<file path="src/rtl/dls_pkg.sv">
package dls_pkg;

  localparam int unsigned OPC_W    = 8;
  localparam logic [OPC_W-1:0] OPC_LOAD = 8'h8B;
  localparam logic [OPC_W-1:0] OPC_NOP  = 8'h90;

  typedef enum logic [1:0] {
    ST_FETCH = 2'd0,
    ST_OPER  = 2'd1,
    ST_EADDR = 2'd2,
    ST_WBACK = 2'd3
  } step_e;

  typedef enum logic [1:0] {
    OPK_LOAD = 2'd0,
    OPK_NOP  = 2'd1,
    OPK_BAD  = 2'd2
  } opk_e;

endpackage

</file>
<file path="src/rtl/dls_decode.sv">
module dls_decode
  import dls_pkg::*;
(
  input  logic [OPC_W-1:0] opc_i,
  output opk_e             kind_o
);

  always_comb begin
    unique case (opc_i)
      OPC_LOAD: kind_o = OPK_LOAD;
      OPC_NOP:  kind_o = OPK_NOP;
      default:  kind_o = OPK_BAD;
    endcase
  end

endmodule

</file>
<file path="src/rtl/dls_pc.sv">
module dls_pc #(
  parameter int unsigned ADDR_W = 8
) (
  input  logic              clk,
  input  logic              rst_n,
  input  logic              inc_i,
  output logic [ADDR_W-1:0] pc_o
);

  localparam logic [ADDR_W-1:0] ONE = ADDR_W'(1);

  logic [ADDR_W-1:0] pc_q;

  always_ff @(posedge clk or negedge rst_n) begin
    if (!rst_n)     pc_q <= '0;
    else if (inc_i) pc_q <= pc_q + ONE;
  end

  assign pc_o = pc_q;

  // the counter moves only forward by one
  p_pc_step_r3: assert property (@(posedge clk) disable iff (!rst_n)
    (pc_q != $past(pc_q)) |-> (pc_q == $past(pc_q) + ONE));

endmodule

</file>
<file path="src/rtl/dls_agu.sv">
module dls_agu #(
  parameter int unsigned ADDR_W = 8
) (
  input  logic              clk,
  input  logic              rst_n,
  input  logic              load_i,
  input  logic [ADDR_W-1:0] wdata_i,
  input  logic [ADDR_W-1:0] disp_i,
  output logic [ADDR_W-1:0] ea_o
);

  logic [ADDR_W-1:0] idx_q;

  always_ff @(posedge clk or negedge rst_n) begin
    if (!rst_n)      idx_q <= '0;
    else if (load_i) idx_q <= wdata_i;
  end

  // The adder feeds the bus directly, with no latch stage between them.
  assign ea_o = idx_q + disp_i;

  // the index register holds unless a granted write arrives
  p_idx_hold_r9: assert property (@(posedge clk) disable iff (!rst_n)
    !load_i |=> $stable(idx_q));

endmodule

</file>
<file path="src/rtl/dls_ctrl.sv">
module dls_ctrl
  import dls_pkg::*;
(
  input  logic  clk,
  input  logic  rst_n,
  input  logic  run_i,
  input  logic  idx_we_i,
  input  opk_e  kind_i,
  output step_e state_o,
  output logic  rd_o,
  output logic  pc_inc_o,
  output logic  sel_ea_o,
  output logic  acc_we_o,
  output logic  idx_load_o,
  output logic  busy_o,
  output logic  done_o,
  output logic  illegal_o
);

  step_e state_q, state_d;
  logic  halt_q, halt_d;
  logic  done_q;
  logic  idle;

  assign idle = (state_q == ST_FETCH) && !run_i && !halt_q;

  always_comb begin
    state_d  = state_q;
    halt_d   = halt_q;
    rd_o     = 1'b0;
    pc_inc_o = 1'b0;
    sel_ea_o = 1'b0;
    acc_we_o = 1'b0;
    unique case (state_q)
      ST_FETCH: begin
        if (!halt_q && run_i) begin
          rd_o     = 1'b1;
          pc_inc_o = 1'b1;
          state_d  = ST_OPER;
        end
      end
      ST_OPER: begin
        unique case (kind_i)
          OPK_LOAD: begin
            rd_o     = 1'b1;
            pc_inc_o = 1'b1;
            state_d  = ST_EADDR;
          end
          OPK_NOP: state_d = ST_FETCH;
          default: begin
            halt_d  = 1'b1;
            state_d = ST_FETCH;
          end
        endcase
      end
      ST_EADDR: begin
        rd_o     = 1'b1;
        sel_ea_o = 1'b1;
        state_d  = ST_WBACK;
      end
      ST_WBACK: begin
        acc_we_o = 1'b1;
        state_d  = ST_FETCH;
      end
      default: state_d = ST_FETCH;
    endcase
  end

  always_ff @(posedge clk or negedge rst_n) begin
    if (!rst_n) begin
      state_q <= ST_FETCH;
      halt_q  <= 1'b0;
      done_q  <= 1'b0;
    end else begin
      state_q <= state_d;
      halt_q  <= halt_d;
      done_q  <= acc_we_o;
    end
  end

  assign state_o    = state_q;
  assign idx_load_o = idx_we_i && idle;
  assign busy_o     = !((state_q == ST_FETCH) && (halt_q || !run_i));
  assign done_o     = done_q;
  assign illegal_o  = halt_q;

  // completion is a single-cycle pulse
  p_done_pulse_r6: assert property (@(posedge clk) disable iff (!rst_n)
    done_o |=> !done_o);

  // a halt persists until reset
  p_halt_sticky_r8: assert property (@(posedge clk) disable iff (!rst_n)
    illegal_o |=> illegal_o);

  // a halted sequencer issues no reads
  p_halt_quiet_r8: assert property (@(posedge clk) disable iff (!rst_n)
    illegal_o |-> !rd_o);

endmodule

</file>
<file path="src/rtl/disp_load_seq.sv">
module disp_load_seq
  import dls_pkg::*;
#(
  parameter int unsigned ADDR_W = 8,
  parameter int unsigned DATA_W = 16
) (
  input  logic              clk,
  input  logic              rst_n,
  input  logic              run_i,
  input  logic              idx_we_i,
  input  logic [ADDR_W-1:0] idx_wdata_i,
  output logic [ADDR_W-1:0] mem_addr_o,
  output logic              mem_rd_o,
  input  logic [DATA_W-1:0] mem_rdata_i,
  output logic [DATA_W-1:0] acc_o,
  output logic [ADDR_W-1:0] pc_o,
  output logic              busy_o,
  output logic              done_o,
  output logic              illegal_o
);

  opk_e              kind;
  step_e             state;
  logic              pc_inc, sel_ea, acc_we, idx_load;
  logic [ADDR_W-1:0] pc, ea;
  logic [DATA_W-1:0] acc_q;

  dls_decode u_dec (
    .opc_i  (mem_rdata_i[OPC_W-1:0]),
    .kind_o (kind)
  );

  dls_ctrl u_ctrl (
    .clk        (clk),
    .rst_n      (rst_n),
    .run_i      (run_i),
    .idx_we_i   (idx_we_i),
    .kind_i     (kind),
    .state_o    (state),
    .rd_o       (mem_rd_o),
    .pc_inc_o   (pc_inc),
    .sel_ea_o   (sel_ea),
    .acc_we_o   (acc_we),
    .idx_load_o (idx_load),
    .busy_o     (busy_o),
    .done_o     (done_o),
    .illegal_o  (illegal_o)
  );

  dls_pc #(.ADDR_W(ADDR_W)) u_pc (
    .clk   (clk),
    .rst_n (rst_n),
    .inc_i (pc_inc),
    .pc_o  (pc)
  );

  dls_agu #(.ADDR_W(ADDR_W)) u_agu (
    .clk     (clk),
    .rst_n   (rst_n),
    .load_i  (idx_load),
    .wdata_i (idx_wdata_i),
    .disp_i  (mem_rdata_i[ADDR_W-1:0]),
    .ea_o    (ea)
  );

  always_ff @(posedge clk or negedge rst_n) begin
    if (!rst_n)      acc_q <= '0;
    else if (acc_we) acc_q <= mem_rdata_i;
  end

  assign mem_addr_o = sel_ea ? ea : pc;
  assign acc_o      = acc_q;
  assign pc_o       = pc;

  // the accumulator changes only after a write-back step
  p_acc_hold_r6: assert property (@(posedge clk) disable iff (!rst_n)
    (state != ST_WBACK) |=> $stable(acc_q));

  // an effective-address read always follows a displacement read
  p_ea_after_disp_r5: assert property (@(posedge clk) disable iff (!rst_n)
    (mem_rd_o && sel_ea) |-> $past(mem_rd_o));

endmodule

</file>
<file path="config.mk">
export PLATFORM = sky130hd
export DESIGN_NAME = disp_load_seq
export DESIGN_NICKNAME = d
export VERILOG_FILES = /design/src/rtl/dls_pkg.sv /design/src/rtl/dls_decode.sv /design/src/rtl/dls_pc.sv /design/src/rtl/dls_agu.sv /design/src/rtl/dls_ctrl.sv /design/src/rtl/disp_load_seq.sv
export SDC_FILE = /design/constraint.sdc
export NUM_CORES = 1
export LEC_CHECK = 0
export ABC_AREA = 1
export BUFFER_PORTS_ARGS = -buffer_cell sky130_fd_sc_hd__buf_4
export CAP_MARGIN = 25
export CORE_ASPECT_RATIO = 1.1
export CORE_UTILIZATION = 55
export DETAILED_ROUTE_END_ITERATION = 7
export PLACE_DENSITY = 0.85
export RECOVER_POWER = 50
export SYNTH_ARGS = -nofsm -noshare
export SYNTH_HDL_FRONTEND = slang
export SYNTH_HIERARCHICAL = 1
export SYNTH_SLANG_ARGS = --single-unit
</file>
<file path="constraint.sdc">
create_clock -name clk -period 3.2 [get_ports clk]
set_clock_uncertainty 0.05 [all_clocks]
set_input_delay 0 -clock clk [delete_from_list [all_inputs] [get_ports clk]]
set_output_delay 0 -clock clk [all_outputs]
set_load 0.05 [all_outputs]
</file>
## After elaboration in Yosys (flattened, before gate mapping)

Index checks and enable logic that the tools add are counted.

- Register bits: 36
- Latch bits: 0
- Memory bits (writable): 0
- Memory bits (read-only): 0
- Bits of input ports: 28
- Output and inout bits: 36
- Logic and storage cells: 40
- Memories kept: 0

- Add/sub/neg operators: 2
- Multiply operators: 0
- Div/mod/pow operators: 0
- Order comparisons: 0
- Eq/ne operators: 7
- Shift operators: 0
- Multiplexer cells: 11
- Bitwise logic cells: 1
- Reduce and logical (&&, ||, !) cells: 13

Operators with widths:

| cell | count |
|---|---|
| $eq 8x8->1 const B | 2 |
| $add 8x1->8 const B | 1 |
| $add 8x8->8 | 1 |
| $mux 8 | 1 |
| $pmux 2 s4 | 1 |
| $logic_and 1x1->1 | 5 |
| $eq 2x1->1 const B | 2 |
| $eq 2x2->1 const B | 2 |
| $logic_not 2->1 | 2 |
| $mux 1 | 4 |
| $mux 2 | 2 |
| $pmux 2 s2 | 1 |
| $logic_not 1->1 | 3 |
| $pmux 1 s3 | 1 |
| $ne 2x2->1 const B | 1 |
| $pmux 1 s2 | 1 |
| $reduce_and 2->1 | 1 |
| $reduce_or 2->1 | 1 |
| $logic_or 1x1->1 | 1 |
| $not 1->1 | 1 |

## Longest topological paths before layout

- Depth in word-level cells: 6
- Gate-level depth with buffers: 13
- Depth with buffers taken out: 13

## Hierarchy

The synthesis kept the hierarchy.

By module, submodules not included:

| module | instances | cells an instance | area an instance (um^2) | sequential area each (um^2) |
|---|---|---|---|---|
| disp_load_seq | 1 | 94 | 743.2 | 400.4 |
| dls_agu | 1 | 78 | 650.6 | 200.2 |
| dls_pc | 1 | 40 | 375.4 | 200.2 |
| dls_ctrl | 1 | 25 | 209.0 | 100.1 |
| dls_decode | 1 | 16 | 68.8 | 0.0 |

## Least setup slack after synthesis

OpenSTA, ideal clock, no wires.

- Path kind: register -> output
- Start: register u_agu.idx_q[0]
- End: output port mem_addr_o[6]
- Arrival time: 1.660 ns
- Required time: 3.150 ns
- Slack: 1.490 ns
- Cell stages (with the launch flop): 13
- Buffers on the path: 0
- Path through: dfrtp_1 ha_1 inv_1 fa_1 inv_1 nand2_1 nand2_1 nand3_1 nand2_1 nand2_1 nand2_1 nand2_1 nand2_1

- Word-level cells in the longest chain between the ends: 2

Ends and longest elaborated chain:

| element | RTL line | text |
|---|---|---|
| start, declared | dls_agu.sv:12 | `logic [ADDR_W-1:0] idx_q;` |
| start signal, assigned | dls_agu.sv:16 | `else if (load_i) idx_q <= wdata_i;` |
| $add 8x8->8 | dls_agu.sv:20 | `assign ea_o = idx_q + disp_i;` |
| net ea[6] | disp_load_seq.sv:25 | `logic [ADDR_W-1:0] pc, ea;` |
| $mux 8 | disp_load_seq.sv:71 | `assign mem_addr_o = sel_ea ? ea : pc;` |
| end, declared | disp_load_seq.sv:12 | `output logic [ADDR_W-1:0] mem_addr_o,` |

The timed path passes the listed nets, and every way through them passes these cells.

==> Implementation_results.wiki <==
{| class="wikitable"
! Metric !! Value
|-
| Data required, critical path || 3420 ps
|-
| Setup repair after global routing missed its margin || false
|-
| Number of nets at the end of the flow || 382
|-
| Setup fix buffers added after clock tree synthesis || 0
|-
| Min-Delay Endpoint || u_agu/idx_q[1]
|-
| I/O Buffers || 63
|-
| Setup slack on the worst flop-to-flop path || 1000 ps
|-
| WL per Instance || 12.60 µm
|-
| Clock net sink count || 36
|-
| Post-Syn Area per Cell || 8.091 µm²
|-
| Fraction of layout instances using a drive strength above 1 || 21.39%
|-
| Most frequent cells after synthesis || nand2_1 (117), dfrtp_1 (36), inv_1 (24)
|-
| Number of search-and-repair iterations in the first detailed-routing pass || 5
|-
| Status || complete, but fails checks
|-
| Std-Cell Rows || 22
|-
| Portion of the post-synthesis area used by sequential elements || 44.01%
|-
| Pins Over Slew Limit || 37
|-
| Area of the core || 0.003441 mm²
|-
| Htree depth || 2
|-
| Vias in the first global route || 1964
|-
| Max-cap violation count || 1
|-
| Setup TNS after final layout || 0 ps
|-
| Number of warnings reported in the yosys synthesis log || 6
|-
| DIE HEIGHT || 65.99 µm
|-
| Pre-CTS worst setup slack || 1459 ps
|-
| Critical path arrival || 2410 ps
|-
| Flip-flop cell with the highest count after synthesis || dfrtp_1
|-
| Fin crit share || 68.66%
|-
| Overall via count from detail_route || 1927
|-
| Kind of launch point of the worst setup path || flip-flop
|-
| Final setup violation count || 0
|-
| Hold Fails Final Rpt || 0
|-
| Final GP Congestion || 0.7506
|-
| Initial detailed-routing violation count || 104
|-
| Initial cell density of the core || 59.49%
|-
| Cell with the most instances after synthesis || nand2_1
|-
| Endpoint of the most critical register-to-register path || u_agu/idx_q[1]
|-
| Fraction of power consumed by combinational cells || 16.0%
|-
| Beginning of the worst hold path || idx_we_i
|-
| Source-to-sink clock delay at the later pin of the worst-skew pair || 340 ps
|-
| TritonCTS clock tree || built
|-
| CTS root buf || clkbuf_4
|-
| Die outline area || 0.003970 mm²
|-
| Netlist cell types || 29
|-
| Hold Crit Depth || 4
|-
| Overflow left after global routing || 0
|-
| Classification of the worst-slack hold path || input pin to flip-flop
|-
| Top post-synthesis cells by area || dfrtp_1 (44%), nand2_1 (21%), ha_1 (4.9%)
|-
| Synthesized net count || 290
|-
| Mean number of vias per cell || 4.891
|-
| Antenna violation net count after detailed routing || 0
|-
| Sw frac || 26.57%
|-
| Static leakage power || 0.001569 µW
|-
| Worst-path fanout max || 9
|-
| Post-layout min period || 2197 ps
|-
| Failing checks || capacitance limit, slew limit
|-
| Number of antenna violations at the first check in global routing || 0
|-
| Clock share of power || 33.9%
|-
| Type of the setup path with the least slack || flip-flop to flip-flop
|-
| Number of buffers inserted during clock tree synthesis || 5
|-
| Part of the power in registers || 50.0%
|-
| Routed wire length || 4964 µm
|-
| Top-Level Pins || 64
|-
| Number of enable-type register cells in the synthesized netlist || 0
|-
| Top achievable clock speed || 0.4551 GHz
|-
| Power density normalized to cell area || 335.9 mW/mm²
|-
| Deepest clock path buffer count || 2
|-
| Gate Count Post-Synth || 253
|-
| Final worst setup slack || 1003 ps
|-
| Synth async-reset ratio || 100.0%
|-
| Cell-internal power || 691.6 µW
|-
| P&R area growth vs syn || 36.98%
|-
| GRT Total Usage || 29.02%
|-
| Number of cell instances on the worst register-to-register path || 5
|-
| Wire length of the first global-routing pass || 8397 µm
|-
| Proportion of netlist area held by the largest area contributor || 44.01%
|-
| Worst vdd ir || 0.3149 mV
|-
| Hold Worst Slack || 113.0 ps
|-
| Pin slew with the least headroom to its limit || 1943 ps
|-
| Post-route DRC || 0
|-
| Element type at the critical path end || flip-flop
|-
| Max transition margin || -29.52%
|-
| Cell type contributing the most total cell area after synthesis || dfrtp_1
|-
| Die extent in x || 60.17 µm
|-
| Switching pwr || 250.2 µW
|-
| Largest net degree at the start of global routing || 37
|-
| Diodes inserted || 0
|-
| Detailed Place HPWL || 3210 µm
|-
| Netlist area before placement || 0.002047 mm²
|-
| Clock transition at the registers of the reported paths || 110 ps
|-
| Flip-flop and latch count after synthesis || 36
|}
how the worst max path moves through the flow:
stage | start | end | slack, ps
global placement | u_agu/idx_q[0] | mem_addr_o[6] | 1500
finish | flip-flop | u_agu/idx_q[1] | 1000
global route | u_agu/idx_q[0] | mem_addr_o[6] | 880
detailed placement | flip-flop | u_agu/idx_q[3] | 1460
floorplan | u_agu/idx_q[0] | mem_addr_o[6] | 1490
CTS | u_agu/idx_q[0] | mem_addr_o[6] | 1090
metrics by stage:
step / utilization, % / instance area (µm²) / power, µW / instances
2_1_floorplan: - / 2047 / 549.4 / 253
3_3_place_gp: 73.45 / 2527 / 610.3 / 359
3_5_place_dp: 73.45 / 2527 / 613.2 / 359
4_1_cts: 83.53 / 2874 / 951.1 / 394
5_1_grt: 81.49 / 2804 / 983.4 / 394
6_report: 81.49 / 2804 / 941.7 / 394
power groups by stage:
stage | registers, µW | logic, µW | clock network [µW]
floorplan | 517 | 32.8 | 0
global placement | 479 | 131 | 0
detailed placement | 480 | 133 | 0
CTS | 471 | 159 | 321
global route | 473 | 164 | 347
finish | 471 | 151 | 320
routing by layer:
layer / track usage, % / routed length, µm
met1: 32.66 / 1952
met2: 51.79 / 2656
met4: 10.76 / 133
met3: 6.849 / 221
met5: 0 / 0
kinds of logic (layout without fill, tap and decap cells):
family / after synthesis / after routing / synth area share [%]
compound gates: 5 / 5 / 1.222
xor+xnor: 8 / 8 / 3.423
fa+ha+maj: 9 / 9 / 5.868
buf+inv: 33 / 126 / 7.946
flops: 36 / 36 / 44.01
mux: 8 / 8 / 4.401
simple gates: 154 / 154 / 33.13
final cells by class:
| cell class | instances | area [µm²] |
|---|---|---|
| clock buffer | 6 | 41.29 |
| clock inverter | 2 | 35.03 |
| fill | 232 | 636.9 |
| inverter | 28 | 110.1 |
| multi-input combinational | 184 | 980.9 |
| sequential | 36 | 900.9 |
| tap | 48 | 60.06 |
| timing repair buffer | 90 | 675.6 |
placed cells by master (no fill, tap or decap), drive strengths merged, types with 5 or more instances in the layout:
master	instances
xnor2	5
nand2	126
mux2	8
buf	45
dlygate4sd3	27
ha	8
clkbuf	24
inv	27
nor2	12
dfrtp	36
nand3	8
timing repair:
| action | CTS | global route |
|---|---|---|
| gates resized for setup | 0 | 0 |
| hold buffers | 27 | 0 |
| hold endpoints to repair | 61 | 0 |
flip-flops by register name (all words and copies together), names as in the netlist, named ones only:
register	flops
acc_o	16
u_agu/idx_q	8
u_pc/pc_o	8
u_ctrl/done_o	1
u_ctrl/illegal_o	1
u_ctrl/state_o	1
critical path: stages (launching register included):
cell,delay [ps]
dfrtp_1,440
nor2_1,230
nor3b_2,620
nand2_1,120
dlygate4sd3_1,590
o21ai_0,70
No activity file was read; power rests on OpenSTA's default activity.
